## src/rtl/pcim_pkg.sv

```systemverilog
package pcim_pkg;
    localparam int DW = 32;
    localparam int CMD_W = 4;

    typedef enum logic [2:0] {
        ST_IDLE,
        ST_REQ,
        ST_ADDR,
        ST_DATA,
        ST_TURN
    } seq_state_e;

    typedef enum logic [1:0] {
        END_DONE   = 2'b00,
        END_MABORT = 2'b01,
        END_TABORT = 2'b10,
        END_RETRY  = 2'b11
    } end_code_e;
endpackage

```

## src/rtl/pcim_claim_timer.sv

```systemverilog
module pcim_claim_timer #(
    parameter int LIMIT = 5
) (
    input  logic clk,
    input  logic rst_n,
    input  logic run,
    input  logic claim,
    output logic expired
);
    localparam int CW = $clog2(LIMIT + 1);
    localparam logic [CW-1:0] LAST = CW'(LIMIT - 1);

    logic [CW-1:0] cnt_q;
    logic          seen_q;

    // cnt_q holds the number of unclaimed data cycles before this one
    always_ff @(posedge clk or negedge rst_n) begin
        if (!rst_n) begin
            cnt_q  <= '0;
            seen_q <= 1'b0;
        end else if (!run) begin
            cnt_q  <= '0;
            seen_q <= 1'b0;
        end else begin
            if (claim) begin
                seen_q <= 1'b1;
            end
            if (!seen_q && !claim && cnt_q < LAST) begin
                cnt_q <= cnt_q + 1'b1;
            end
        end
    end

    assign expired = run && !seen_q && !claim && (cnt_q == LAST);

    // an expiry always makes the sequencer leave the data state
    p_expire_ends_r5: assert property (@(posedge clk) disable iff (!rst_n)
        expired |=> !run);
endmodule

```

## src/rtl/pcim_beat_track.sv

```systemverilog
module pcim_beat_track #(
    parameter int LEN_W = 8,
    parameter int DW    = 32
) (
    input  logic             clk,
    input  logic             rst_n,
    input  logic             load,
    input  logic [DW-1:0]    load_addr,
    input  logic [LEN_W-1:0] load_len,
    input  logic             step,
    input  logic             pop,
    input  logic [DW-1:0]    pop_data,
    output logic [DW-1:0]    addr_q,
    output logic [LEN_W-1:0] remain_q,
    output logic [LEN_W-1:0] count_q,
    output logic [DW-1:0]    wdata_q
);
    localparam logic [DW-1:0] WORD_BYTES = DW'(DW / 8);

    logic [LEN_W-1:0] len_q;

    always_ff @(posedge clk or negedge rst_n) begin
        if (!rst_n) begin
            addr_q   <= '0;
            remain_q <= '0;
            count_q  <= '0;
            len_q    <= '0;
        end else if (load) begin
            addr_q   <= load_addr;
            remain_q <= load_len;
            count_q  <= '0;
            len_q    <= load_len;
        end else if (step) begin
            addr_q   <= addr_q + WORD_BYTES;
            remain_q <= remain_q - 1'b1;
            count_q  <= count_q + 1'b1;
        end
    end

    always_ff @(posedge clk or negedge rst_n) begin
        if (!rst_n) begin
            wdata_q <= '0;
        end else if (pop) begin
            wdata_q <= pop_data;
        end
    end

    // words moved plus words left always equal the request length
    p_conserve_r10: assert property (@(posedge clk) disable iff (!rst_n)
        ({1'b0, remain_q} + {1'b0, count_q}) == {1'b0, len_q});

    // the sequencer never completes a phase with nothing left
    p_step_live_r10: assert property (@(posedge clk) disable iff (!rst_n)
        step |-> (remain_q != '0));
endmodule

```

## src/rtl/pci_master_seq.sv

```systemverilog
module pci_master_seq
    import pcim_pkg::*;
#(
    parameter int LEN_W        = 8,
    parameter int DEVSEL_LIMIT = 5
) (
    input  logic             clk,
    input  logic             rst_n,
    input  logic             req_valid,
    output logic             req_ready,
    input  logic [31:0]      req_addr,
    input  logic [3:0]       req_cmd,
    input  logic [LEN_W-1:0] req_len,
    input  logic [31:0]      wr_data,
    output logic             wr_take,
    output logic [31:0]      rd_data,
    output logic             rd_valid,
    output logic             sts_valid,
    output logic [1:0]       sts_code,
    output logic [LEN_W-1:0] sts_count,
    output logic             pci_req_n,
    input  logic             pci_gnt_n,
    output logic             pci_frame_n,
    output logic             pci_irdy_n,
    output logic             pci_ctl_oe,
    output logic [3:0]       pci_cbe_n,
    output logic [31:0]      pci_ad_o,
    output logic             pci_ad_oe,
    input  logic [31:0]      pci_ad_i,
    input  logic             pci_devsel_n,
    input  logic             pci_trdy_n,
    input  logic             pci_stop_n
);
    localparam logic [LEN_W-1:0] ONE_LEFT = LEN_W'(1);
    localparam logic [3:0]       BE_ALL   = 4'b0000;
    localparam logic [3:0]       BE_NONE  = 4'b1111;

    seq_state_e       state_q, state_d;
    end_code_e        code_q, code_d;
    logic             resume_q, resume_d;
    logic             wr_q;
    logic [CMD_W-1:0] cmd_q;
    logic             accept, step, pop, expired, in_data;
    logic             rd_valid_q;
    logic [DW-1:0]    rd_data_q;
    logic [DW-1:0]    addr_w, wdata_w;
    logic [LEN_W-1:0] remain_w, count_w;

    assign accept  = (state_q == ST_IDLE) && req_valid && (req_len != '0);
    assign in_data = (state_q == ST_DATA);

    pcim_claim_timer #(
        .LIMIT (DEVSEL_LIMIT)
    ) u_timer (
        .clk     (clk),
        .rst_n   (rst_n),
        .run     (in_data),
        .claim   (!pci_devsel_n),
        .expired (expired)
    );

    pcim_beat_track #(
        .LEN_W (LEN_W),
        .DW    (DW)
    ) u_track (
        .clk       (clk),
        .rst_n     (rst_n),
        .load      (accept),
        .load_addr (req_addr),
        .load_len  (req_len),
        .step      (step),
        .pop       (pop),
        .pop_data  (wr_data),
        .addr_q    (addr_w),
        .remain_q  (remain_w),
        .count_q   (count_w),
        .wdata_q   (wdata_w)
    );

    // state register
    always_ff @(posedge clk or negedge rst_n) begin
        if (!rst_n) begin
            state_q  <= ST_IDLE;
            code_q   <= END_DONE;
            resume_q <= 1'b0;
        end else begin
            state_q  <= state_d;
            code_q   <= code_d;
            resume_q <= resume_d;
        end
    end

    // request attributes and read capture
    always_ff @(posedge clk or negedge rst_n) begin
        if (!rst_n) begin
            wr_q       <= 1'b0;
            cmd_q      <= '0;
            rd_valid_q <= 1'b0;
            rd_data_q  <= '0;
        end else begin
            if (accept) begin
                wr_q  <= req_cmd[0];
                cmd_q <= req_cmd;
            end
            rd_valid_q <= step && !wr_q;
            if (step && !wr_q) begin
                rd_data_q <= pci_ad_i;
            end
        end
    end

    // next state and phase decisions
    always_comb begin
        state_d  = state_q;
        code_d   = code_q;
        resume_d = resume_q;
        step     = 1'b0;
        pop      = 1'b0;
        unique case (state_q)
            ST_IDLE: begin
                if (accept) begin
                    state_d  = ST_REQ;
                    code_d   = END_DONE;
                    resume_d = 1'b0;
                end
            end
            ST_REQ: begin
                if (!pci_gnt_n) begin
                    state_d = ST_ADDR;
                end
            end
            ST_ADDR: begin
                state_d = ST_DATA;
                pop     = wr_q;
            end
            ST_DATA: begin
                if (pci_devsel_n && !pci_stop_n) begin
                    state_d  = ST_TURN;
                    code_d   = END_TABORT;
                    resume_d = 1'b0;
                end else if (expired) begin
                    state_d  = ST_TURN;
                    code_d   = END_MABORT;
                    resume_d = 1'b0;
                end else if (!pci_devsel_n && !pci_trdy_n) begin
                    step = 1'b1;
                    if (remain_w == ONE_LEFT) begin
                        state_d  = ST_TURN;
                        code_d   = END_DONE;
                        resume_d = 1'b0;
                    end else if (!pci_stop_n) begin
                        state_d  = ST_TURN;
                        resume_d = 1'b1;
                    end else begin
                        pop = wr_q;
                    end
                end else if (!pci_devsel_n && !pci_stop_n) begin
                    state_d  = ST_TURN;
                    code_d   = END_RETRY;
                    resume_d = 1'b0;
                end
            end
            ST_TURN: begin
                state_d = resume_q ? ST_REQ : ST_IDLE;
            end
            default: begin
                state_d = ST_IDLE;
            end
        endcase
    end

    // outputs
    always_comb begin
        req_ready   = (state_q == ST_IDLE);
        pci_req_n   = !(state_q == ST_REQ);
        pci_frame_n = !((state_q == ST_ADDR) || (in_data && remain_w > ONE_LEFT));
        pci_irdy_n  = !in_data;
        pci_ctl_oe  = (state_q == ST_ADDR) || in_data || (state_q == ST_TURN);
        if (state_q == ST_ADDR) begin
            pci_cbe_n = cmd_q;
        end else if (in_data) begin
            pci_cbe_n = BE_ALL;
        end else begin
            pci_cbe_n = BE_NONE;
        end
        pci_ad_oe = (state_q == ST_ADDR) || (in_data && wr_q);
        pci_ad_o  = (state_q == ST_ADDR) ? addr_w : wdata_w;
        wr_take   = pop;
        sts_valid = (state_q == ST_TURN) && !resume_q;
        sts_code  = code_q;
        sts_count = count_w;
        rd_valid  = rd_valid_q;
        rd_data   = rd_data_q;
    end

    // a zero-length request leaves the block ready
    p_ignore_zero_r1: assert property (@(posedge clk) disable iff (!rst_n)
        (req_ready && req_valid && req_len == '0) |=> req_ready);

    // the address phase is only entered after a sampled grant
    p_addr_after_gnt_r2: assert property (@(posedge clk) disable iff (!rst_n)
        (state_q == ST_ADDR) |-> $past(!pci_gnt_n));

    // the request line is held until granted
    p_req_hold_r2: assert property (@(posedge clk) disable iff (!rst_n)
        (!pci_req_n && pci_gnt_n) |=> !pci_req_n);

    // frame stays released once the last phase has begun
    p_frame_last_r3: assert property (@(posedge clk) disable iff (!rst_n)
        (!pci_irdy_n && pci_frame_n) |=> pci_frame_n);

    // a wait state keeps the phase open with the same bus word
    p_wait_hold_r4: assert property (@(posedge clk) disable iff (!rst_n)
        (!pci_irdy_n && !pci_devsel_n && pci_trdy_n && pci_stop_n)
        |=> (!pci_irdy_n && $stable(pci_ad_o)));

    // after the final phase the bus control is released
    p_release_r9: assert property (@(posedge clk) disable iff (!rst_n)
        (!pci_irdy_n && !pci_devsel_n && !pci_trdy_n && pci_frame_n)
        |=> (pci_irdy_n && pci_frame_n && !pci_ad_oe && pci_ctl_oe));

    // status is a single-cycle pulse
    p_sts_pulse_r10: assert property (@(posedge clk) disable iff (!rst_n)
        sts_valid |=> !sts_valid);
endmodule

```

## config.mk

```make
export PLATFORM = sky130hd
export DESIGN_NAME = pci_master_seq
export DESIGN_NICKNAME = d
export VERILOG_FILES = /design/src/rtl/pcim_pkg.sv /design/src/rtl/pcim_claim_timer.sv /design/src/rtl/pcim_beat_track.sv /design/src/rtl/pci_master_seq.sv
export SDC_FILE = /design/constraint.sdc
export NUM_CORES = 1
export LEC_CHECK = 0
export ABC_AREA = 1
export CAP_MARGIN = 20
export CORE_MARGIN = 5
export CORE_UTILIZATION = 52
export DETAILED_ROUTE_END_ITERATION = 10
export GPL_ROUTABILITY_DRIVEN = 0
export HOLD_SLACK_MARGIN = 0.08
export PLACE_DENSITY = 0.91
export SLEW_MARGIN = 20
export SYNTH_ARGS = -nofsm -noshare
export SYNTH_HDL_FRONTEND = slang
export SYNTH_HIERARCHICAL = 1
export SYNTH_SLANG_ARGS = --single-unit
```

## constraint.sdc

```tcl
create_clock -name clk -period 4.23 [get_ports clk]
set_input_delay 0.423 -clock clk [delete_from_list [all_inputs] [get_ports clk]]
set_output_delay 0.423 -clock clk [all_outputs]
set_load 0.02 [all_outputs]
```

## Word-level counts from Yosys, hierarchy flattened

Cells that the tools add are included.

| operators by class | value |
|---|---|
| multiplexer cells | 48 |
| $add $sub $neg | 4 |
| reduce and logical (&&, ||, !) cells | 34 |
| eq/ne operators | 13 |
| order comparisons | 2 |

Operators by type and width:

| cell | number |
|---|---|
| 32-bit 2-to-1 mux | 3 |
| 32-bit by 3-bit adder with 32-bit output, second input constant | 1 |
| 8-bit 2-to-1 mux | 4 |
| 3-bit 2-to-1 mux | 10 |
| 1-bit 2-to-1 mux | 19 |
| 3-bit case mux with 5 select lines | 1 |
| 1-bit logical AND | 14 |
| 2-bit 2-to-1 mux | 6 |
| 4-bit AND reduction | 3 |
| 1-bit logical NOT | 9 |
| 8-bit by 1-bit adder with 8-bit output, second input constant | 1 |
| 8-bit by 1-bit == test with 1-bit output, second input constant | 1 |
| 8-bit by 1-bit greater-than comparator with 1-bit output, second input constant | 1 |
| 4-bit 2-to-1 mux | 2 |
| 8-bit nonzero test | 1 |
| 8-bit by 1-bit subtractor with 8-bit output, second input constant | 1 |
| 3-bit by 2-bit == test with 1-bit output, second input constant | 2 |
| 3-bit == test, second input constant | 2 |
| 6-bit by 5-bit inequality test with 1-bit output, second input constant | 1 |
| 5-bit by 2-bit inequality test with 1-bit output, second input constant | 1 |
| 5-bit by 4-bit inequality test with 1-bit output, second input constant | 1 |
| 1-bit logical OR | 4 |
| 2-bit by 1-bit inequality test with 1-bit output, second input constant | 2 |
| 2-bit inequality test, second input constant | 2 |
| other kinds (7) | 9 |

| storage, ports and cells | value |
|---|---|
| output and inout bits | 87 |
| register bits | 128 |
| input bits | 115 |

## Logic depth before layout (Yosys ltp)

Gate-level depths: netlist of run 1.

| logic depth | value |
|---|---|
| word-level depth | 9 |
| mapped depth | 17 |
| depth with buffers taken out | 16 |

## Hierarchy

The synthesis of run 1 kept the hierarchy.

Modules (own cells, without submodules):

| module | area each (um2) | instances | cells an instance |
|---|---|---|---|
| pcim_beat_track | 4,195.3 | 1 | 490 |
| pci_master_seq | 2,417.3 | 1 | 371 |
| pcim_claim_timer | 211.5 | 1 | 23 |

## Worst setup path before layout of run 1

Ideal clock, no wire load.

| path | value |
|---|---|
| kind | reg2reg |
| from | register state_q[0] |
| to | register u_track.wdata_q[22] |
| library setup time | 125 ps |
| path slack | 1,795 ps |
| stages on the path, launching flop included | 14 |
| data required time | 4,105 ps |
| clock period less this slack | 2,435 ps |
| arrival time | 2,311 ps |
| path buffers | 3 |
| path through | dfrtp_1 -> buf_6 -> nand2_2 -> nor2_4 -> inv_1 -> nor3_2 -> inv_1 -> nand2_1 -> nor2_1 -> nand2_1 -> a21oi_1 -> clkbuf_1 -> buf_2 -> mux2_2 |

| on the way | value |
|---|---|
| longest elaborated chain between the ends | 7 |

Ends and longest elaborated chain:

| what | line | text |
|---|---|---|
| start: declaration | pci_master_seq.sv:38 | `seq_state_e state_q, state_d;` |
| start signal: assignment | pci_master_seq.sv:87 | `state_q <= state_d;` |
| 3-bit by 2-bit == test with 1-bit output | pci_master_seq.sv:50 | `assign in_data = (state_q == ST_DATA);` |
| named net in_data | pci_master_seq.sv:43 | `logic accept, step, pop, expired, in_data;` |
| 1-bit logical AND (3 in series) | pcim_claim_timer.sv:34 | `assign expired = run && !seen_q && !claim && (cnt_q == LAST);` |
| named net expired | pci_master_seq.sv:43 |  |
| 1-bit 2-to-1 mux | pci_master_seq.sv:141 | `end else if (expired) begin` |
| 1-bit 2-to-1 mux | pci_master_seq.sv:137 | `if (pci_devsel_n && !pci_stop_n) begin` |
| 1-bit case mux with 2 select lines | pci_master_seq.sv:119 | `unique case (state_q)` |
| named net wr_take | pci_master_seq.sv:15 | `output logic wr_take,` |
| end signal: assignment | pcim_beat_track.sv:44 | `wdata_q <= pop_data;` |
| end: declaration | pcim_beat_track.sv:16 | `output logic [DW-1:0] wdata_q` |

The timed path passes the listed nets, and every way through them passes these cells.
A chain may end at the register's enable or synchronous reset.

## Final worst setup path of run 1

| path | value |
|---|---|
| from | register state_q[0] |
| to | output port wr_take |

| on the way | value |
|---|---|
| longest elaborated chain between the ends | 7 |

Ends and longest elaborated chain:

| what | line |
|---|---|
| 3-bit by 2-bit == test with 1-bit output | pci_master_seq.sv:50 |
| named net in_data | pci_master_seq.sv:43 |
| 1-bit logical AND (3 in series) | pcim_claim_timer.sv:34 |
| named net expired | pci_master_seq.sv:43 |
| 1-bit 2-to-1 mux | pci_master_seq.sv:141 |
| 1-bit 2-to-1 mux | pci_master_seq.sv:137 |
| 1-bit case mux with 2 select lines | pci_master_seq.sv:119 |
| end: declaration | pci_master_seq.sv:15 |

The timed path passes the listed nets, and every way through them passes these cells.

==> out/qor.csv, run 1 <==
metric;value;unit
Root Buffer;clkbuf_16;
CTS tree;built;
clk slew on worst S/H paths;50;ps
post-CTS setup buffer count;0;
Setup Viol. Count Final;0;
largest net degree at the start of global routing;87;
number of H-tree levels;4;
most common cell after layout, fill and taps aside;nand2_1;
DRC Markers;0;
first-pass GRT wire length;33100;um
met2 usage;42.7;%
Final Slew Violations;0;
total core area;12700;sq um
Worst VDD drop;0.413;mV
Critical Path Fanout Max;9;
Leak;0.00442;uW
Clock Tree Buf Depth;2;
DP Worst Slack;1060;ps
Tcrit/Tclk final;74.5;%
Reg-to-Reg Start;state_q[0]$_DFFE_PN0P_;
EDFF count, synth;0;
n_diodes;0;
FF-to-FF setup slack;1160;ps
vias per cell;5.25;
#FFs+latches synth;127;
die height;125;um
Critical Path AT;2730;ps
met1 Use GR;31.7;%
final hold vios;0;
GR peak layer;met2;
Final WS setup;1080;ps
DR WL/cell;15.8;um
pwr dens;736;nW/um^2
HP Class;in -> async;
total CTS buffers;17;
Syn. warnings;6;
initial antenna violation count;0;
Initial Utilization;53.6;%
Layout area overhead;39.5;%
nets@finish;1200;
Mean Syn Cell Area;7.72;sq um
Overflow after GRT;0;
R2R depth;13;
row count;41;
unrepaired setup endpoints after global routing;no;
Startpoint Class;register;
Synth Instances;884;
final WL;19900;um
CTS Hold Buffers Added;0;
detailed router's first-iteration violation count;480;
DP Wirelength;14100;um
total iterations of the first detailed-routing run;5;
post_cts resized;0;
met3 Use GR;9.22;%
DRT antenna net count;0;
clock latency on the worst-skew pair;420;ps
CTS Sinks;127;
Setup Crit Path Kind;reg -> out;
vias in the first global route;6668;
vias after detailed routing;6626;
Async SR Flop Fraction;100;%
Crit. End Element;primary output;
gr usage total;26.0;%
I/O Buffers;201;
I/O pin cnt;202;
Syn Nets;1004;
Synth Cell Area;6820;sq um
Crit path required time;3810;ps
Slew @ Worst Pin;823;ps
Unique masters post-synth;36;
die area;15500;sq um
most frequent cells in the layout;385 x nand2_1, 200 x clkdlybuf4s50_1, 127 x dfrtp_1;
Slew HR;45.1;%
max frequency;317;MHz
Max-Cap Viols;0;
layout cells sized above 1;9.17;%
skew final;8.64;ps
post-layout min period;3150;ps
register area share after synthesis;46.6;%
Main synth FF type;dfrtp_1;
reg-to-reg endpoint;rd_data[8]$_DFFE_PN0P_;
setup TNS;0;ps
status;finished, final reports clean;
Die Wd;125;um
-- state kept, by name, indices dropped and copies added (netlist names) --
| signal | flops |
|---|---|
| u_track/addr_q | 32 |
| u_timer/seen_q | 1 |
| state_q | 3 |
| sts_code | 2 |
| u_timer/cnt_q | 3 |
| u_track/wdata_q | 32 |
| resume_q | 1 |
| rd_valid | 1 |
| u_track/count_q | 8 |
| rd_data | 32 |
| u_track/remain_q | 8 |
| cmd_q | 4 |
-- cell families after synthesis --
kind of cell    count (synthesis)  share of synthesized area (%)
xor+xnor                        8                           1.03
simple gates                  549                           33.6
fa+ha+maj                       5                          0.917
buf+inv                        92                           6.00
compound gates                 71                           6.60
flops                         127                           46.6
mux                            32                           5.28
-- area by class of cell --
cell class	count	area, sq um
flip-flops and latches	127	3180
inverters	62	235
well taps	172	215
clock inverters	6	85.1
clock buffers	23	478
fillers	947	3200
repair buffers	207	2080
multi-input cells	665	3250
-- critical path, stage by stage, from the launching register on --
cell	delay, ps
dfrtp_1	580
nand2_2	140
nor2_4	190
inv_1	110
nor3_2	240
inv_1	80
nand2_1	90
nor2_1	60
nand2_1	180
a21oi_4	80
clkdlybuf4s50_1	560
-- per-layer routing --
layer	vias to the layer above	routed length [um]
met5	-	0
met4	0	391
met3	33	2110
met2	295	9360
met1	3091	8070
li1	3207	-
-- where the power goes --
| group | switching, uW | internal [uW] |
|---|---|---|
| Combinational | 1860 | 1520 |
| Clock | 505 | 901 |
| Sequential | 484 | 1730 |
| Total | 2850 | 4150 |
-- worst max path at each step --
stage	startpoint	to	slack (ps)	cells past startpoint
2_1_floorplan	state_q[0]$_DFFE_PN0P_	u_track/wdata_q[22]$_DFFE_PN0P_	1790	13
3_3_place_gp	pci_devsel_n	rd_data[29]$_DFFE_PN0P_	1200	14
3_5_place_dp	pci_devsel_n	rd_data[8]$_DFFE_PN0P_	1060	14
4_1_cts	state_q[2]$_DFFE_PN0P_	pci_ad_o[20]	890	7
5_1_grt	state_q[0]$_DFFE_PN0P_	rd_data[8]$_DFFE_PN0P_	840	13
6_report	state_q[0]$_DFFE_PN0P_	wr_take	1080	10
-- stage by stage --
stage / utilization, % / cell area, sq um / total power, uW / hold slack (ps) / cells
after floorplan: - / 6820 / 4130 / 127 / 884
after global placement: 70.2 / 8930 / 5450 / 456 / 1232
after detailed placement: 70.2 / 8930 / 5570 / 465 / 1232
after CTS: 74.6 / 9490 / 7010 / 93.0 / 1261
after global routing: 74.8 / 9520 / 7470 / 136 / 1262
final: 74.8 / 9520 / 7010 / 57.3 / 1262
-- synth_stat cells (all sizes together) (3+ instances only) --
master  count  area (sq um)
a21oi      12          60.1
nor2       84           403
and2        3          18.8
o21ai      21           105
nand4       7          43.8
o211ai      5          37.5
nand2     395          1520
xor2        6          52.6
clkbuf      7          26.3
dfrtp     127          3180
inv        60           225
nand3      49           245
nor3        8          45.0
o21bai      4          30.0
a22oi      25           188
mux2       32           360
buf        23           148
ha          5          62.6
Power figures use the tool's default switching activity.
==> run 2: changes to the inputs <==
--- a/config.mk
+++ b/config.mk
@@ -8,11 +8,11 @@
 export ABC_AREA = 1
 export CAP_MARGIN = 20
 export CORE_MARGIN = 5
-export CORE_UTILIZATION = 52
+export CORE_UTILIZATION = 43
 export DETAILED_ROUTE_END_ITERATION = 10
 export GPL_ROUTABILITY_DRIVEN = 0
 export HOLD_SLACK_MARGIN = 0.08
-export PLACE_DENSITY = 0.91
+export PLACE_DENSITY = 0.81
 export SLEW_MARGIN = 20
 export SYNTH_ARGS = -nofsm -noshare
 export SYNTH_HDL_FRONTEND = slang
==> constraint.sdc (replaced) <==
create_clock -name clk -period 2.75 [get_ports clk]
set_input_delay 0.275 -clock clk [delete_from_list [all_inputs] [get_ports clk]]
set_output_delay 0.275 -clock clk [all_outputs]
set_load 0.02 [all_outputs]
==> run 2 against run 1 <==
  * Register-to-register slack got worse by 800 ps
  * Routed wire length shrank 0.96%
  * Combinational power up 48%
  * Sequential power is 51% higher
  * Sequential share of layout area fell by 0.43 points
==> out/qor.csv, run 2 (synthesis gave the netlist of run 1 again) <==
metric;value;unit
status;finished, final reports clean;
skew final;8.49;ps
net switching power figure;4330;uW
total CTS buffers;17;
Crit. End Element;primary output;
I/O Buffers;201;
HP Class;in -> reg;
most common cell after layout, fill and taps aside;nand2_1;
hold endpoint;rd_data[8]$_DFFE_PN0P_;
hold depth;3;
Slew @ Worst Pin;911;ps
final hold vios;0;
die height;136;um
largest net degree at the start of global routing;64;
initial antenna violation count;0;
Startpoint Class;register;
CTS Sinks;127;
Non-Filler Instances;1316;
clock latency on the worst-skew pair;420;ps
Slew HR;39.2;%
Root Buffer;clkbuf_16;
layout cells sized above 1;10.0;%
DP Worst Slack;175;ps
gr usage total;21.7;%
DRT antenna net count;0;
total iterations of the first detailed-routing run;5;
vias in the first global route;6348;
Initial Utilization;43.4;%
Final WS setup;201;ps
vias per cell;4.89;
DRC Markers;0;
nets@finish;1209;
min-delay src;pci_ad_i[8];
Max-Cap Viols;0;
Crit path required time;2480;ps
first-pass GRT wire length;31900;um
Gate power share;47.3;%
Critical Path Fanout Max;8;
placed cells;1285;
Reg-to-Reg Start;state_q[1]$_DFFE_PN0P_;
reg-to-reg endpoint;u_track/addr_q[4]$_DFFE_PN0N_;
Overflow after GRT;0;
Internal Power;6230;uW
number of H-tree levels;4;
Layout area overhead;41.4;%
unrepaired setup endpoints after global routing;no;
total core area;15700;sq um
Tcrit/Tclk final;92.7;%
DR WL/cell;15.0;um
vias after detailed routing;6436;
Reg power frac;31.8;%
final WL;19700;um
die area;18500;sq um
hold_ws;385;ps
CTS tree;built;
area of the multi-input gates;3250;sq um
Clock Tree Buf Depth;2;
Leak;0.00461;uW
Die Wd;136;um
pwr dens;1090;nW/um^2
FF-to-FF setup slack;360;ps
clk slew on worst S/H paths;50;ps
row count;46;
Final Slew Violations;0;
Clock Power Share;20.9;%
n_diodes;0;
Power Total;10600;uW
Setup Crit Path Kind;reg -> out;
max frequency;392;MHz
setup TNS;0;ps
Critical Path AT;2270;ps
fill count;1378;
most frequent cells in the layout;385 x nand2_1, 166 x clkdlybuf4s50_1, 126 x dfrtp_1;
Reg area;3180;sq um
I/O pin cnt;202;
switching fraction of total power;41.0;%
R2R depth;13;
post-layout min period;2550;ps
DP Wirelength;14400;um
detailed router's first-iteration violation count;382;
Setup Viol. Count Final;0;
Worst VDD drop;0.699;mV
run 2: cell count changes in the layout (fill, tap and decap cells not counted), sizes merged:
cell           before  now
dlygate4sd2         0   25
clkdlybuf4s50     200  166
inv                59   60
dlygate4sd3         0    1
clkbuf             23   24
clkinvlp            2    1
dlymetal6s2s        0    9
buf                 7   15
run 2: worst max path at each step:
stage                                 startpoint                               to  slack (ps)  depth (start not counted)
after floorplan           state_q[0]$_DFFE_PN0P_  u_track/wdata_q[22]$_DFFE_PN0P_         310                         13
after global placement              pci_devsel_n  u_track/wdata_q[19]$_DFFE_PN0P_         250                         12
after detailed placement            pci_devsel_n  u_track/wdata_q[18]$_DFFE_PN0P_         180                         12
after CTS                 state_q[2]$_DFFE_PN0P_                     pci_ad_o[24]          -3                          9
after global routing      state_q[1]$_DFFE_PN0P_                          wr_take          30                         10
final                     state_q[1]$_DFFE_PN0P_                          wr_take         200                         10
run 2: power groups by stage:
| stage | clock network [uW] | registers (uW) | logic, uW |
|---|---|---|---|
| 2_1_floorplan | 0 | 3450 | 2900 |
| 3_3_place_gp | 0 | 3340 | 5130 |
| 3_5_place_dp | 0 | 3360 | 5230 |
| 4_1_cts | 2270 | 3350 | 5070 |
| 5_1_grt | 2350 | 3480 | 5490 |
| 6_report | 2210 | 3360 | 4990 |
run 2: area by class of cell:
| class | count | area share, % |
|---|---|---|
| sequential | 127 | 32.9 |
| clock inverter | 6 | 0.856 |
| multi-input combinational | 665 | 33.7 |
| clock buffer | 24 | 5.10 |
| timing repair buffer | 216 | 22.2 |
| inverter | 62 | 2.44 |
| tap | 216 | 2.80 |
run 2: critical path: stages (launching register included):
cell and delay (ps):
dfrtp_2 430, nand2_2 90, nor2_4 180, inv_1 110, nor3_2 210, inv_1 70
nand2_1 100, nor2_1 70, nand2_1 170, a21oi_4 70, dlygate4sd2_1 340
run 2: repair_timing:
| item | 4_1_cts | 5_1_grt |
|---|---|---|
| resized for setup | 26 | 11 |
| hold buffers | 1 | 0 |
| setup endpoints to repair | 26 | 10 |
| buffers inserted | 0 | 0 |
| endpoints found under the hold margin | 61 | 0 |
| pin swaps | 0 | 0 |
run 2: per-stage QoR:
step	area, sq um	util, %
2_1_floorplan	6820	-
3_3_place_gp	9060	57.7
3_5_place_dp	9060	57.7
4_1_cts	9620	61.2
5_1_grt	9650	61.4
6_report	9650	61.4
run 2: per-layer routing:
metal  track usage, %  up-vias  part of all wire, %
li1                 -     3224                    -
met1             27.2     2946                   42
met2             34.9      241                   46
met3             8.29       25                  9.9
met4             6.72        0                  1.8
met5                0        -                    0
==> run 3: changes to the inputs <==
--- a/config.mk
+++ b/config.mk
@@ -8,11 +8,11 @@
 export ABC_AREA = 1
 export CAP_MARGIN = 20
 export CORE_MARGIN = 5
-export CORE_UTILIZATION = 43
+export CORE_UTILIZATION = 52
 export DETAILED_ROUTE_END_ITERATION = 10
 export GPL_ROUTABILITY_DRIVEN = 0
 export HOLD_SLACK_MARGIN = 0.08
-export PLACE_DENSITY = 0.81
+export PLACE_DENSITY = 0.91
 export SLEW_MARGIN = 20
 export SYNTH_ARGS = -nofsm -noshare
 export SYNTH_HDL_FRONTEND = slang
==> constraint.sdc (replaced) <==
create_clock -name clk -period 3.3 [get_ports clk]
set_input_delay 0.33 -clock clk [delete_from_list [all_inputs] [get_ports clk]]
set_output_delay 0.33 -clock clk [all_outputs]
set_load 0.02 [all_outputs]
==> run 3 against run 2 <==
  * Sequential cell count stayed put
  * Hold slack better by 58 ps
  * Clock power shrank 9%
  * Core utilization up 14 points
  * First-iteration DRC count increased by 54%
  * Critical endpoint unchanged
==> out/qor.csv, run 3 (synthesis gave the netlist of run 1 again) <==
metric;value;unit
Initial Utilization;53.6;%
detailed router's first-iteration violation count;587;
Crit path required time;2970;ps
DR WL/cell;16.1;um
final hold vios;0;
DP Wirelength;14600;um
reg-to-reg endpoint;u_track/addr_q[16]$_DFFE_PN0N_;
Final Slew Violations;0;
Slew @ Worst Pin;842;ps
DRC Markers;0;
unrepaired setup endpoints after global routing;no;
row count;41;
Setup Viol. Count Final;0;
post-layout min period;3090;ps
pwr dens;957;nW/um^2
Slew HR;43.8;%
Overflow after GRT;0;
Power Total;9190;uW
post_cts resized;0;
vias per cell;5.32;
vias in the first global route;6886;
Tcrit/Tclk final;93.5;%
CTS tree;built;
nets@finish;1203;
R2R depth;10;
total CTS buffers;17;
n_diodes;0;
most common cell after layout, fill and taps aside;nand2_1;
I/O pin cnt;202;
max frequency;324;MHz
final WL;20400;um
most frequent cells in the layout;385 x nand2_1, 200 x clkdlybuf4s50_1, 127 x dfrtp_1;
number of H-tree levels;4;
status;finished, final reports clean;
largest net degree at the start of global routing;89;
crit path from;state_q[0]$_DFFE_PN0P_;
Worst VDD drop;0.599;mV
Die Wd;125;um
total iterations of the first detailed-routing run;5;
Leak;0.00446;uW
fill count;935;
Startpoint Class;register;
hold_ws;442;ps
area of the multi-input gates;3250;sq um
clock latency on the worst-skew pair;420;ps
layout cells sized above 1;9.76;%
gr usage total;26.7;%
HP Class;in -> reg;
initial antenna violation count;0;
Clock Tree Buf Depth;2;
skew final;8.19;ps
CTS Sinks;127;
Max-Cap Viols;0;
vias after detailed routing;6743;
Reg area;3180;sq um
Critical Path Fanout Max;9;
die height;125;um
post-CTS setup buffer count;0;
Crit. End Element;primary output;
clk slew on worst S/H paths;60;ps
DRT antenna net count;0;
I/O Buffers;201;
Critical Path AT;2760;ps
total core area;12700;sq um
die area;15500;sq um
setup TNS;0;ps
Layout area overhead;40.7;%
FF-to-FF setup slack;560;ps
Root Buffer;clkbuf_16;
CTS Hold Buffers Added;1;
first-pass GRT wire length;33700;um
Reg-to-Reg Start;state_q[0]$_DFFE_PN0P_;
Setup Crit Path Kind;reg -> out;
end of the critical path;wr_take;
==> run 3: cell count changes in the layout (fill, tap and decap cells not counted), moves of 2 or more <==
cell / delta
bufinv_16: +2
buf_6: -2
dlygate4sd2_1: -25
buf_4: -3
dlymetal6s2s_1: -9
clkdlybuf4s50_1: +34
clkbuf_1: -2
clkinvlp_4: +2
==> run 3: final cells by class <==
class                           count  area share (%)
Clock buffer                       22            5.04
Sequential cell                   127            33.1
Timing Repair Buffer              210            21.7
Clock inverter                     10            1.64
Multi-Input combinational cell    665            33.8
Tap cell                          172            2.24
Inverter                           62            2.45
==> run 3: worst min path at each step <==
stage	start	to	slack [ps]	cells past startpoint
CTS	pci_ad_i[3]	rd_data[3]$_DFFE_PN0P_	430	3
finish	pci_ad_i[15]	rd_data[15]$_DFFE_PN0P_	440	3
detailed placement	rst_n	u_track/wdata_q[4]$_DFFE_PN0P_	450	1
global route	pci_ad_i[6]	rd_data[6]$_DFFE_PN0P_	440	3
global placement	rst_n	u_track/wdata_q[5]$_DFFE_PN0P_	450	1
floorplan	rst_n	cmd_q[0]$_DFFE_PN0P_	30	0
==> run 3: per-layer routing <==
metal	vias to the layer above	wire, um	track usage, %
met5	-	0	0
met4	0	425	9.67
met3	30	2180	10.1
met2	312	9840	45.1
met1	3183	7920	30.8
li1	3218	-	-
==> run 3: worst max-delay path, cell delays in order (launching register included) <==
cell             delay, ps
dfrtp_1                590
nand2_2                140
nor2_4                 190
inv_1                  120
nor3_2                 230
inv_1                   70
nand2_1                 80
nor2_1                  60
nand2_1                190
a21oi_4                 90
clkdlybuf4s50_1        570
==> run 3: through the flow <==
stage | cell area, sq um | cells | utilization (%) | setup slack (ps)
final | 9600 | 1268 | 75.5 | 215
after global routing | 9600 | 1268 | 75.5 | 27.5
after CTS | 9600 | 1268 | 75.5 | 220
after detailed placement | 8950 | 1235 | 70.4 | 547
after global placement | 8950 | 1235 | 70.4 | 625
after floorplan | 6820 | 884 | - | 865
==> run 3: power by group <==
| part | switching (uW) | internal [uW] | total [uW] |
|---|---|---|---|
| combinational | 2410 | 1930 | 4340 |
| clock | 680 | 1340 | 2020 |
| sequential | 614 | 2220 | 2830 |
| total | 3700 | 5490 | 9190 |
